### src/rtl/rte_pkg.sv
package rte_pkg;

  typedef enum logic [1:0] {STK_USR = 2'd0, STK_INT = 2'd1, STK_MST = 2'd2} stk_e;

  typedef enum logic [2:0] {
    FK_NORMAL, FK_THROW, FK_SIX, FK_CPMID, FK_BUSS, FK_BUSL, FK_BAD
  } fkind_e;

  typedef enum logic [2:0] {
    ST_IDLE, ST_FMT, ST_VER, ST_SR, ST_PCH, ST_PCL, ST_EXT, ST_FIN
  } st_e;

  // S is bit 13, M is bit 12 of the status word
  function automatic stk_e stack_of(input logic [15:0] sr);
    if (!sr[13])     return STK_USR;
    else if (sr[12]) return STK_MST;
    else             return STK_INT;
  endfunction

  function automatic fkind_e kind_of(input logic [3:0] code);
    case (code)
      4'h0:    return FK_NORMAL;
      4'h1:    return FK_THROW;
      4'h2:    return FK_SIX;
      4'h9:    return FK_CPMID;
      4'hA:    return FK_BUSS;
      4'hB:    return FK_BUSL;
      default: return FK_BAD;
    endcase
  endfunction

  // bytes popped from the stack for each frame kind
  function automatic logic [6:0] frame_bytes(input fkind_e k);
    case (k)
      FK_NORMAL, FK_THROW: return 7'd8;
      FK_SIX:              return 7'd12;
      FK_CPMID:            return 7'd20;
      FK_BUSS:             return 7'd32;
      FK_BUSL:             return 7'd92;
      default:             return 7'd0;
    endcase
  endfunction

endpackage

### src/rtl/rte_fmt_decode.sv
module rte_fmt_decode
  import rte_pkg::*;
(
  input  logic [3:0] code,
  output fkind_e     kind,
  output logic [6:0] step_bytes
);
  always_comb begin
    kind       = kind_of(code);
    step_bytes = frame_bytes(kind);
  end
endmodule

### src/rtl/rte_sp_bank.sv
module rte_sp_bank
  import rte_pkg::*;
#(
  parameter int AW = 32
) (
  input  logic          clk,
  input  logic          rst_n,
  input  logic          ld,
  input  logic [AW-1:0] ld_isp,
  input  logic [AW-1:0] ld_msp,
  input  logic [AW-1:0] ld_usp,
  input  logic          inc_en,
  input  stk_e          inc_sel,
  input  logic [6:0]    inc_amt,
  output logic [AW-1:0] isp,
  output logic [AW-1:0] msp,
  output logic [AW-1:0] usp
);
  localparam int NSTK = 3;

  logic [AW-1:0] ld_v [NSTK];
  logic [AW-1:0] sp_q [NSTK];

  assign ld_v[int'(STK_USR)] = ld_usp;
  assign ld_v[int'(STK_INT)] = ld_isp;
  assign ld_v[int'(STK_MST)] = ld_msp;

  for (genvar g = 0; g < NSTK; g++) begin : g_sp
    always_ff @(posedge clk or negedge rst_n) begin
      if (!rst_n)                              sp_q[g] <= '0;
      else if (ld)                             sp_q[g] <= ld_v[g];
      else if (inc_en && int'(inc_sel) == g)   sp_q[g] <= sp_q[g] + AW'(inc_amt);
    end
  end

  assign usp = sp_q[int'(STK_USR)];
  assign isp = sp_q[int'(STK_INT)];
  assign msp = sp_q[int'(STK_MST)];

  // a pop never moves more than one pointer
  a_r12_one_sp_moves: assert property (@(posedge clk) disable iff (!rst_n)
    (inc_en && !ld) |=> ($countones({isp != $past(isp), msp != $past(msp), usp != $past(usp)}) <= 1));
endmodule

### src/rtl/rte_seq.sv
module rte_seq
  import rte_pkg::*;
#(
  parameter int          AW       = 32,
  parameter logic [3:0]  CORE_VER = 4'h3,
  parameter int          VER_OFS  = 54
) (
  input  logic          clk,
  input  logic          rst_n,
  input  logic          start,
  input  logic [15:0]   cur_sr,
  input  logic [31:0]   cur_pc,
  input  logic [AW-1:0] cur_isp,
  input  logic [AW-1:0] cur_msp,
  input  logic [AW-1:0] cur_usp,
  output logic          rd_valid,
  output logic [AW-1:0] rd_addr,
  input  logic          rd_ready,
  input  logic [15:0]   rd_data,
  output logic          busy,
  output logic          done,
  output logic          fmt_err,
  output logic          cp_req,
  output logic [15:0]   sr_out,
  output logic [31:0]   pc_out,
  output logic [AW-1:0] isp_out,
  output logic [AW-1:0] msp_out,
  output logic [AW-1:0] usp_out,
  output logic [31:0]   iaddr_out,
  output logic [31:0]   ireg_out,
  output logic [31:0]   ea_out
);
  localparam int EXT_WORDS = 6;
  localparam int EXT_CW    = $clog2(EXT_WORDS);

  st_e               st_q;
  stk_e              act_q;
  fkind_e            kind_q;
  logic [6:0]        step_q;
  logic [EXT_CW-1:0] ext_cnt;
  logic [15:0]       sr_q, sr0_q;
  logic [31:0]       pc_q;
  logic [AW-1:0]     snap_isp, snap_msp, snap_usp;
  logic [15:0]       ext_q [EXT_WORDS];
  logic              done_q, err_q, cp_q;

  // named internal events
  logic          beat, ev_start, ev_bad, ev_pop, ev_fin, ver_bad;
  fkind_e        dec_kind;
  logic [6:0]    dec_step;
  logic [AW-1:0] base;
  logic [7:0]    rd_off;

  rte_fmt_decode u_dec (.code(rd_data[15:12]), .kind(dec_kind), .step_bytes(dec_step));

  assign beat     = rd_valid && rd_ready;
  assign ev_start = start && (st_q == ST_IDLE);
  assign ver_bad  = rd_data[15:12] != CORE_VER;
  assign ev_bad   = beat && (((st_q == ST_FMT) && (dec_kind == FK_BAD)) ||
                             ((st_q == ST_VER) && ver_bad));
  assign ev_pop   = beat && (st_q == ST_SR) && (kind_q == FK_THROW);
  assign ev_fin   = (st_q == ST_FIN);

  rte_sp_bank #(.AW(AW)) u_bank (
    .clk    (clk),
    .rst_n  (rst_n),
    .ld     (ev_start || ev_bad),
    .ld_isp (ev_start ? cur_isp : snap_isp),
    .ld_msp (ev_start ? cur_msp : snap_msp),
    .ld_usp (ev_start ? cur_usp : snap_usp),
    .inc_en (ev_pop || ev_fin),
    .inc_sel(act_q),
    .inc_amt(step_q),
    .isp    (isp_out),
    .msp    (msp_out),
    .usp    (usp_out)
  );

  always_comb begin
    case (act_q)
      STK_MST: base = msp_out;
      STK_INT: base = isp_out;
      default: base = usp_out;
    endcase
    case (st_q)
      ST_FMT:  rd_off = 8'd6;
      ST_VER:  rd_off = 8'(VER_OFS);
      ST_PCH:  rd_off = 8'd2;
      ST_PCL:  rd_off = 8'd4;
      ST_EXT:  rd_off = 8'd8 + 8'({ext_cnt, 1'b0});
      default: rd_off = 8'd0;
    endcase
  end

  assign rd_valid = (st_q != ST_IDLE) && (st_q != ST_FIN);
  assign rd_addr  = base + AW'(rd_off);

  always_ff @(posedge clk or negedge rst_n) begin
    if (!rst_n) begin
      snap_isp <= '0; snap_msp <= '0; snap_usp <= '0;
    end else if (ev_start) begin
      snap_isp <= cur_isp; snap_msp <= cur_msp; snap_usp <= cur_usp;
    end
  end

  always_ff @(posedge clk or negedge rst_n) begin
    if (!rst_n) begin
      st_q    <= ST_IDLE;
      act_q   <= STK_USR;
      kind_q  <= FK_NORMAL;
      step_q  <= '0;
      ext_cnt <= '0;
      sr_q    <= '0;
      sr0_q   <= '0;
      pc_q    <= '0;
      done_q  <= 1'b0;
      err_q   <= 1'b0;
      cp_q    <= 1'b0;
      for (int i = 0; i < EXT_WORDS; i++) ext_q[i] <= '0;
    end else begin
      done_q <= 1'b0;
      err_q  <= 1'b0;
      cp_q   <= 1'b0;
      if (ev_bad) begin
        err_q <= 1'b1;
        sr_q  <= sr0_q;
        st_q  <= ST_IDLE;
      end else begin
        case (st_q)
          ST_IDLE: if (start) begin
            sr_q  <= cur_sr;
            sr0_q <= cur_sr;
            pc_q  <= cur_pc;
            act_q <= stack_of(cur_sr);
            st_q  <= ST_FMT;
          end
          ST_FMT: if (beat) begin
            kind_q <= dec_kind;
            step_q <= dec_step;
            st_q   <= (dec_kind == FK_BUSL) ? ST_VER : ST_SR;
          end
          ST_VER: if (beat) st_q <= ST_SR;
          ST_SR: if (beat) begin
            sr_q <= rd_data;
            if (kind_q == FK_THROW) begin
              act_q <= stack_of(rd_data);
              st_q  <= ST_FMT;
            end else begin
              st_q <= ST_PCH;
            end
          end
          ST_PCH: if (beat) begin
            pc_q[31:16] <= rd_data;
            st_q        <= ST_PCL;
          end
          ST_PCL: if (beat) begin
            pc_q[15:0] <= rd_data;
            ext_cnt    <= '0;
            st_q       <= (kind_q == FK_CPMID) ? ST_EXT : ST_FIN;
          end
          ST_EXT: if (beat) begin
            ext_q[ext_cnt] <= rd_data;
            if (ext_cnt == EXT_CW'(EXT_WORDS - 1)) st_q <= ST_FIN;
            else ext_cnt <= ext_cnt + EXT_CW'(1);
          end
          ST_FIN: begin
            done_q <= 1'b1;
            cp_q   <= (kind_q == FK_CPMID);
            st_q   <= ST_IDLE;
          end
          default: st_q <= ST_IDLE;
        endcase
      end
    end
  end

  assign busy      = (st_q != ST_IDLE);
  assign done      = done_q;
  assign fmt_err   = err_q;
  assign cp_req    = cp_q;
  assign sr_out    = sr_q;
  assign pc_out    = pc_q;
  assign iaddr_out = {ext_q[0], ext_q[1]};
  assign ireg_out  = {ext_q[2], ext_q[3]};
  assign ea_out    = {ext_q[4], ext_q[5]};

  // result pulses
  a_r10_pulse_excl: assert property (@(posedge clk) disable iff (!rst_n) !(done && fmt_err));
  a_r10_done_single: assert property (@(posedge clk) disable iff (!rst_n) done |=> !done);
  a_r10_err_single: assert property (@(posedge clk) disable iff (!rst_n) fmt_err |=> !fmt_err);
  a_r10_busy_ends_in_pulse: assert property (@(posedge clk) disable iff (!rst_n)
    $fell(busy) |-> (done || fmt_err));
  // coprocessor request only alongside completion
  a_r6_cp_with_done: assert property (@(posedge clk) disable iff (!rst_n) cp_req |-> done);
  // request held while the memory stalls
  a_r11_hold_req: assert property (@(posedge clk) disable iff (!rst_n)
    (rd_valid && !rd_ready) |=> (rd_valid && $stable(rd_addr)));
  // an accepted start issues a read next cycle
  a_r2_start_reads: assert property (@(posedge clk) disable iff (!rst_n)
    (start && !busy) |=> rd_valid);
endmodule

### config.mk
export PLATFORM = sky130hd
export DESIGN_NAME = rte_seq
export DESIGN_NICKNAME = d
export VERILOG_FILES = /design/src/rtl/rte_pkg.sv /design/src/rtl/rte_fmt_decode.sv /design/src/rtl/rte_sp_bank.sv /design/src/rtl/rte_seq.sv
export SDC_FILE = /design/constraint.sdc
export NUM_CORES = 1
export LEC_CHECK = 0
export CAP_MARGIN = 25
export CORE_MARGIN = 5
export CORE_UTILIZATION = 55
export CTS_BUF_LIST = sky130_fd_sc_hd__clkbuf_8
export DETAILED_ROUTE_END_ITERATION = 12
export PLACE_DENSITY_LB_ADDON = 0.25
export SKIP_CTS_REPAIR_TIMING = 1
export SLEW_MARGIN = 20
export SYNTH_ARGS = -nofsm -noshare
export SYNTH_HDL_FRONTEND = slang
export SYNTH_SLANG_ARGS = --single-unit
### constraint.sdc
create_clock -name clk -period 6.9 [get_ports clk]
set_input_delay 1.38 -clock clk [delete_from_list [all_inputs] [get_ports clk]]
set_output_delay 1.38 -clock clk [all_outputs]
set_load 0.01 [all_outputs]
==> metrics.txt, run 1 <==
outcome=finished clean; Nets=2,522; syn nets=2,103; DR iter-0 viols=1,298; Synth area leader=dfrtp_1; Clock Latency Late Sink=620 ps; dpl ws=1200 ps; RSZ-0062 raised after global routing=false; Final Slew Violations=0; hold depth=2; Min-Delay Path Class=reg2reg; Placeable Area=33,500 um^2; peak supply drop=0.296 mV; Die H=194 um; Sink Count=371; clock buffer depth=3; post-route worst setup slack=561 ps; Final Total Pwr=11.7 mW; worst hold endpoint=snap_usp[19]$_DFF_PN0_; Synth Flop Type=dfrtp_1; IO Port Bufs=440; Synth area leaders=dfrtp_1 (50%), nand2_1 (9.3%), mux2_2 (5.7%); Clock Pin Slew Worst Setup and Hold Paths=60 ps; CTS tree=yes; worst setup path category=reg2out; Worst Setup End Kind=output pin; final hold vios=0; share of layout cells above drive strength 1=11.6%; I/O pins=441; WP data arrival=4960 ps; WL final=65.1 mm; slew at the pin closest to its max-slew limit=1140 ps; Worst Skew=29.8 ps; total of max-cap violations=0; # fillers=2,389; most common cell in the netlist=nand2_1; Tcrit/Tclk final=91.9%; Avg Cell Area, Syn=9.80 um^2; GPL Wtd Cong=0.925; number of global-route vias before repair=17,000; vias per inst=5.80; initial antenna violation count=4; Req. time, crit path=5520 ps; Post-synth EDFFs=0; FF-to-FF path depth=6; Die W=194 um; Synth Cell Area=18,700 um^2; Leak Pwr=11.3 nW; vias post-DR=16,400; final setup fails=0; DR WL/cell=23.0 um; Total GRT Usage=33.9%; P&R area growth vs syn=32.9%; pin count of the biggest net entering global routing=164; Max Fclk=158 MHz; TritonCTS Buffers=66; WHS=472 ps; Worst R2R Start=st_q[2]$_DFFE_PN0P_; htree depth=3; fin crit period=6340 ps; first-pass GRT wire length=100 mm; Routed Antenna Nets=0; worst reg2reg setup slack=3580 ps; final core utilization=74.1%; DP HPWL=47.4 mm; setup tns final=0 ps; crit path max fanout=22; Rows=67; crit start category=register; Hold Path Origin=snap_usp[19]$_DFF_PN0_; Root Buffer=clkbuf_8; r2r endpoint=u_bank.msp[31]$_DFFE_PN0P_; post-synthesis sequential area ratio=49.7%; Mapped Cells=1,908; post-synthesis sequential element count=371; Die ar.=37,800 um^2; Synth async-reset ratio=100%; slew margin rel.=24.0%; starting density of the core=55.7%; Yosys warning count=0; Remaining Overflow, GRT=0; Yosys top cell area share=49.7%; # DRC=0; Power Dens Cells=470 nW/um^2; Yosys cell types=83; drt first pass iters=5; top cells by count, synth=nand2_1 (463), dfrtp_1 (371), nor2_1 (122)
cell type report:
cell class	count	area, um^2	share of cell area (%)
sequential	371	9280	37.4
timing repair buffer	469	4700	18.9
tap	448	561	2.26
clock buffer	83	1140	4.60
clock inverter	34	245	0.988
multi-input combinational	1397	8810	35.5
antenna	1	2.50	0.0101
inverter	22	82.6	0.333
critical path, cell delays in order (launching register included):
cell and delay, ps:
dfrtp_1 820, nand2b_1 340, o21ai_0 430, fa_1 320, a211o_1 170, a21oi_1 150, nor4_1 550, nand4_1 430
nor3_1 340, xnor2_1 210, clkdlybuf4s50_1 590
sequential cells by signal (all words and copies together), names as in the netlist, 16 cells and up:
name and count:
u_bank.isp 32, sr0_q 16, u_bank.msp 32, snap_msp 32, ireg_out 32, pc_out 32, sr_out 16, ea_out 32
snap_usp 32, u_bank.usp 32, snap_isp 32, iaddr_out 32
stage by stage:
step	instances	area (um^2)
3_3_place_gp	2703	23400
2_1_floorplan	1908	18700
4_1_cts	2822	24800
3_5_place_dp	2705	23400
6_report	2825	24800
5_1_grt	2824	24800
worst max-delay path by stage:
stage                                     from          end  slack [ps]  cells after the start
after floorplan           act_q[0]$_DFFE_PN0P_  rd_addr[23]        1990                     16
after global placement     st_q[1]$_DFFE_PN0P_  rd_addr[31]        1250                     10
final                      st_q[1]$_DFFE_PN0P_  rd_addr[31]         560                     10
after CTS                  st_q[1]$_DFFE_PN0P_  rd_addr[31]         530                     10
after detailed placement   st_q[1]$_DFFE_PN0P_  rd_addr[31]        1200                     10
after global routing       st_q[1]$_DFFE_PN0P_  rd_addr[31]         210                     10
cells by family after synthesis:
| group | count (synthesis) | synth area share [%] |
|---|---|---|
| adders and majority gates | 31 | 2.24 |
| DFF | 371 | 49.7 |
| xor gates and xnor gates | 82 | 3.84 |
| and+or+nand+nor | 782 | 19.1 |
| AOI/OAI and AO/OA | 337 | 12.0 |
| buffers and inverters | 140 | 3.43 |
| muxes | 165 | 9.75 |
layer usage:
metal | global-route usage [%] | part of all wire (%) | vias to the layer above
li1 | - | - | 7461
met1 | 41.7 | 38 | 7938
met2 | 55.4 | 48 | 828
met3 | 10.5 | 10 | 161
met4 | 14.9 | 4.5 | 6
met5 | 0 | 0.057 | -
placed cells by master (no fill, tap or decap), types with 12 or more instances in the layout:
master	synthesis	final
a211oi_1	12	12
nand3_1	27	27
mux2_2	94	94
o211ai_1	14	14
and3_1	18	18
clkbuf_8	0	83
o21ai_0	58	58
inv_1	21	39
nor3_1	41	41
dfrtp_1	371	371
a22o_1	25	25
a221o_1	22	22
a21oi_1	114	112
xor2_1	37	37
buf_4	5	22
mux2i_1	58	58
nor4_1	12	12
ha_1	27	26
nor2_1	122	121
clkdlybuf4s50_1	0	439
nand2_1	463	462
xnor2_1	45	45
where the power goes:
part	internal [mW]	switching, mW
Combinational	2.67	3.00
Clock	1.20	0.957
Sequential	2.97	0.873
Total	6.84	4.83
Note: power is estimated with default switching activity, not from simulation.
==> inputs of run 2 (changes only) <==
--- a/config.mk
+++ b/config.mk
@@ -8,7 +8,6 @@
 export CAP_MARGIN = 25
 export CORE_MARGIN = 5
 export CORE_UTILIZATION = 55
-export CTS_BUF_LIST = sky130_fd_sc_hd__clkbuf_8
 export DETAILED_ROUTE_END_ITERATION = 12
 export PLACE_DENSITY_LB_ADDON = 0.25
 export SKIP_CTS_REPAIR_TIMING = 1
==> metrics.txt, run 2 (same netlist as run 1, synthesis figures left out) <==
Total GRT Usage=33.1% (was 33.9%); fin crit period=6290 ps (was 6340 ps); Top delay family on crit path=simple AND/OR/NAND/NOR gates (unchanged); Comb power frac=48.2% (was 48.6%); I/O pins=441 (unchanged); Power Dens Cells=473 nW/um^2 (was 470 nW/um^2); Worst R2R Start=st_q[2]$_DFFE_PN0P_ (unchanged); Final Total Pwr=11.7 mW (about the same); starting density of the core=55.7% (unchanged); Rows=67 (unchanged); Worst Path Buf+Inv=1 (unchanged); Clock Pin Slew Worst Setup and Hold Paths=60 ps (about the same); Routed Antenna Nets=0 (unchanged); Placeable Area=33,500 um^2 (unchanged); vias per inst=5.86 (was 5.80); crit path max fanout=22 (unchanged); P&R area growth vs syn=32.8% (was 32.9%); final setup fails=0 (unchanged); TritonCTS Buffers=41 (was 66); number of global-route vias before repair=16,600 (was 17,000); Sink Count=371 (unchanged); vias post-DR=16,300 (was 16,400); Die ar.=37,800 um^2 (unchanged); drt first pass iters=7 (was 5); htree depth=2 (was 3); commonest non-fill, non-tap cell in the layout=nand2_1 (unchanged); Worst Setup End Kind=output pin (unchanged); Hold Path Origin=snap_usp[19]$_DFF_PN0_ (unchanged); setup tns final=0 ps (unchanged); Leak Pwr=11.2 nW (was 11.3 nW); net switching power=4.78 mW (was 4.83 mW); DR iter-0 viols=1,310 (was 1,298); Max Fclk=159 MHz (was 158 MHz); # DRC=0 (unchanged); first-pass GRT wire length=99.0 mm (was 100 mm); worst setup path category=reg2out (unchanged); Remaining Overflow, GRT=0 (unchanged); final std cells w/o fill=2,784 (was 2,825); Worst Skew=23.3 ps (was 29.8 ps); most frequent cells in the layout=nand2_1 (462), clkdlybuf4s50_1 (439), dfrtp_1 (371) (unchanged); Slowest cell on crit path=dfrtp_1 (unchanged); Die H=194 um (unchanged); final core utilization=74.0% (was 74.1%); DR WL/cell=23.1 um (was 23.0 um); pin count of the biggest net entering global routing=164 (unchanged); WL final=64.2 mm (was 65.1 mm); RSZ-0062 raised after global routing=false (unchanged); P_int=6.96 mW (was 6.84 mW); Placed Cells=2,705 (unchanged); Seq pwr share=32.8% (was 32.9%); worst setup path start=st_q[1]$_DFFE_PN0P_ (unchanged); sw frac=40.8% (was 41.4%); Req. time, crit path=5520 ps (about the same); Nets=2,497 (was 2,522); Clock Latency Late Sink=550 ps (was 620 ps); total of max-cap violations=0 (unchanged); share of layout cells above drive strength 1=10.4% (was 11.6%); Final Slew Violations=0 (unchanged); crit start category=register (unchanged); CP cell instances=nand2b_1 -> o21ai_0 -> fa_1 -> a211o_1 -> a21oi_1 -> nor4_1 -> nand4_1 -> nor3_1 -> xnor2_1 -> clkdlybuf4s50_1 (unchanged); Die W=194 um (unchanged); post-route worst setup slack=613 ps (was 561 ps); GPL Wtd Cong=0.925 (unchanged); peak supply drop=0.281 mV (was 0.296 mV); initial antenna violation count=4 (unchanged); slew margin rel.=23.3% (was 24.0%); final hold vios=0 (unchanged); CTS tree=yes (unchanged); Min-Delay Path Class=reg2reg (unchanged); Root Buffer=clkbuf_16 (was clkbuf_8); DP Area=23,400 um^2 (unchanged); WP data arrival=4910 ps (was 4960 ps); clock buffer depth=3 (unchanged); dpl ws=1200 ps (unchanged); Critical Path Max Stage Delay=820 ps (about the same); DP HPWL=47.4 mm (unchanged); WHS=471 ps (was 472 ps); slew at the pin closest to its max-slew limit=1150 ps (was 1140 ps); Tcrit/Tclk final=91.1% (was 91.9%); clock power share=19.0% (was 18.5%); worst reg2reg setup slack=3560 ps (was 3580 ps); outcome=finished clean (unchanged); Finished Cell Area=24,800 um^2 (about the same); IO Port Bufs=440 (unchanged)
run 2: cell types whose count changed in the layout (fill, tap and decap cells not counted), moves of 2 or more:
cell and delta:
clkbuf_16 +42, clkinvlp_4 -2, clkbuf_1 +8, clkbuf_8 -72
inv_6 -2, clkinv_4 +2, inv_1 -18
run 2: final timing paths:
path | end | depth (start not counted)
max in group asynchronous | pc_out[9]$_DFFE_PN0P_ | 2
setup reg to reg | u_bank.msp[31]$_DFFE_PN0P_ | 6
min in group asynchronous | snap_isp[0]$_DFF_PN0_ | 1
setup / recovery | rd_addr[31] | 10
hold / removal | snap_usp[19]$_DFF_PN0_ | 2
hold reg to reg | snap_usp[19]$_DFF_PN0_ | 2
run 2: final cells by class:
type	count	area (um^2)
well taps	448	561
fillers	2393	8710
flip-flops and latches	371	9280
repair buffers	469	4690
inverters	22	82.6
clock inverters	14	158
multi-input cells	1397	8810
clock buffers	61	1230
diodes	2	5.00
run 2: metal layers:
metal | GRT usage, % | part of all wire [%] | vias up
met5 | 0 | 0.039 | -
met4 | 12.4 | 4.3 | 4
met3 | 9.18 | 9.2 | 136
met2 | 55.2 | 48 | 761
met1 | 41.5 | 38 | 8019
li1 | - | - | 7392
run 2: power groups by stage:
| stage | registers [mW] | clock network [mW] | logic [mW] |
|---|---|---|---|
| after CTS | 3.81 | 2.25 | 5.66 |
| after floorplan | 3.69 | 0 | 3.00 |
| after global routing | 3.92 | 2.35 | 6.11 |
| final | 3.84 | 2.23 | 5.66 |
| after global placement | 3.81 | 0 | 5.49 |
| after detailed placement | 3.84 | 0 | 5.62 |
run 2: tightest hold or removal path, delay by kind of cell, from the launching register on:
| kind | cells | cell delay, ps |
|---|---|---|
| flops | 1 | 320 |
| simple gates | 2 | 110 |
==> inputs of run 3 (changes only) <==
--- a/config.mk
+++ b/config.mk
@@ -7,7 +7,8 @@
 export LEC_CHECK = 0
 export CAP_MARGIN = 25
 export CORE_MARGIN = 5
-export CORE_UTILIZATION = 55
+export CORE_UTILIZATION = 45
+export CTS_CLUSTER_SIZE = 8
 export DETAILED_ROUTE_END_ITERATION = 12
 export PLACE_DENSITY_LB_ADDON = 0.25
 export SKIP_CTS_REPAIR_TIMING = 1
==> metrics.txt, run 3 (same netlist as run 1, synthesis figures left out) <==
final hold vios=0 (unchanged); share of layout cells above drive strength 1=10.0% (was 10.4%); Worst Skew=18.0 ps (was 23.3 ps); IO Port Bufs=440 (unchanged); WL final=67.1 mm (was 64.2 mm); commonest non-fill, non-tap cell in the layout=nand2_1 (unchanged); slew margin rel.=33.5% (was 23.3%); Placed Cells=2,788 (was 2,705); Root Buffer=clkbuf_16 (unchanged); WP data arrival=5110 ps (was 4910 ps); P&R area growth vs syn=33.0% (was 32.8%); Max Fclk=154 MHz (was 159 MHz); Final Slew Violations=0 (unchanged); drt first pass iters=7 (unchanged); RSZ-0062 raised after global routing=false (unchanged); vias post-DR=16,400 (was 16,300); P_int=6.97 mW (was 6.96 mW); Die ar.=45,700 um^2 (was 37,800 um^2); Comb power frac=48.5% (was 48.2%); htree depth=2 (unchanged); clock buffer depth=3 (unchanged); Remaining Overflow, GRT=0 (unchanged); outcome=finished clean (unchanged); TritonCTS Buffers=52 (was 41); clock power share=19.2% (was 19.0%); Clock Latency Late Sink=580 ps (was 550 ps); crit path max fanout=34 (was 22); vias per inst=5.76 (was 5.86); DR iter-0 viols=1,443 (was 1,310); Worst Setup End Kind=output pin (unchanged); fin crit period=6490 ps (was 6290 ps); starting density of the core=45.7% (was 55.7%); final std cells w/o fill=2,849 (was 2,784); final setup fails=0 (unchanged); first-pass GRT wire length=101 mm (was 99.0 mm); Sink Count=371 (unchanged); Min-Delay Path Class=reg2reg (unchanged); Rows=74 (was 67); total of max-cap violations=0 (unchanged); CTS tree=yes (unchanged); peak supply drop=0.255 mV (was 0.281 mV); DP HPWL=48.7 mm (was 47.4 mm); Seq pwr share=32.4% (was 32.8%); worst setup path category=reg2out (unchanged); GPL Wtd Cong=0.876 (was 0.925); sw frac=40.8% (about the same); I/O pins=441 (unchanged); DR WL/cell=23.6 um (was 23.1 um); Die H=214 um (was 194 um); crit start category=register (unchanged); pin count of the biggest net entering global routing=162 (was 164); Req. time, crit path=5520 ps (about the same); Die W=214 um (was 194 um); most frequent cells in the layout=nand2_1 (462), clkdlybuf4s50_1 (439), dfrtp_1 (370) (was nand2_1 (462), clkdlybuf4s50_1 (439), dfrtp_1 (371)); slew at the pin closest to its max-slew limit=997 ps (was 1150 ps); Power Dens Cells=474 nW/um^2 (was 473 nW/um^2); Nets=2,507 (was 2,497); setup tns final=0 ps (unchanged); net switching power=4.81 mW (was 4.78 mW); initial antenna violation count=4 (unchanged); Routed Antenna Nets=0 (unchanged); Total GRT Usage=28.7% (was 33.1%); Clock Pin Slew Worst Setup and Hold Paths=50 ps (was 60 ps); # DRC=0 (unchanged); Placeable Area=40,900 um^2 (was 33,500 um^2); Tcrit/Tclk final=94.1% (was 91.1%); number of global-route vias before repair=16,600 (about the same); Leak Pwr=11.1 nW (was 11.2 nW)
-- run 3: cell types whose count changed in the layout (fill, tap and decap cells not counted), sizes merged --
| cell | previous run | this run |
|---|---|---|
| clkinv | 11 | 1 |
| clkbuf | 61 | 56 |
| buf | 30 | 28 |
| bufinv | 2 | 0 |
| diode | 2 | 1 |
| inv | 23 | 24 |
-- run 3: power by group through the flow --
stage / logic, mW / clock network [mW] / registers, mW
2_1_floorplan: 3.00 / 0 / 3.69
3_3_place_gp: 5.57 / 0 / 3.79
3_5_place_dp: 5.69 / 0 / 3.80
4_1_cts: 5.73 / 2.30 / 3.79
5_1_grt: 6.16 / 2.40 / 3.90
6_report: 5.71 / 2.26 / 3.81
-- run 3: worst paths after layout --
path                                        start                         end  slack (ps)  cells past startpoint
max                          act_q[0]$_DFFE_PN0P_                 rd_addr[29]         410                     14
min                        snap_msp[24]$_DFF_PN0_      snap_msp[24]$_DFF_PN0_         470                      2
max reg2reg                   st_q[2]$_DFFE_PN0P_  u_bank.usp[10]$_DFFE_PN0P_        3540                      9
min reg2reg                snap_msp[24]$_DFF_PN0_      snap_msp[24]$_DFF_PN0_         470                      2
max in group asynchronous                   rst_n  u_bank.usp[10]$_DFFE_PN0P_        4540                      2
min in group asynchronous                   rst_n      snap_msp[30]$_DFF_PN0_         840                      1
-- run 3: layout make-up --
type | count | area [um^2]
Antenna cell | 1 | 2.50
Clock buffer | 55 | 1330
Clock inverter | 3 | 22.5
Fill cell | 3525 | 16100
Inverter | 22 | 82.6
Multi-Input combinational cell | 1397 | 8810
Sequential cell | 371 | 9290
Tap cell | 532 | 666
Timing Repair Buffer | 468 | 4660
-- run 3: routing by layer --
| metal | GRT usage (%) | wire, um |
|---|---|---|
| met1 | 37.2 | 26900 |
| met2 | 46.5 | 31700 |
| met3 | 8.82 | 6450 |
| met4 | 9.14 | 2050 |
| met5 | 0 | 28 |
-- run 3: per-stage QoR --
stage          worst slack (ps)  cell area, um^2  hold WS, ps  total power, mW  util, %
2_1_floorplan              1990            18700          433             6.69        -
3_3_place_gp               1120            23500          448             9.35     57.3
3_5_place_dp               1020            23500          456             9.49     57.4
4_1_cts                     348            24800          470             11.8     60.7
5_1_grt                    25.0            24900          483             12.5     60.8
6_report                    408            24900          469             11.8     60.8
-- run 3: critical path: stages (launching register included) --
cell and delay [ps]:
dfrtp_1 380, inv_1 120, ha_1 160, buf_4 370
a22oi_1 160, a21oi_1 210, ha_1 250, fa_1 270
a211o_1 170, a21oi_1 150, nor4_1 610, nand4_1 510
nor3_1 360, xnor2_1 190, clkdlybuf4s50_1 600
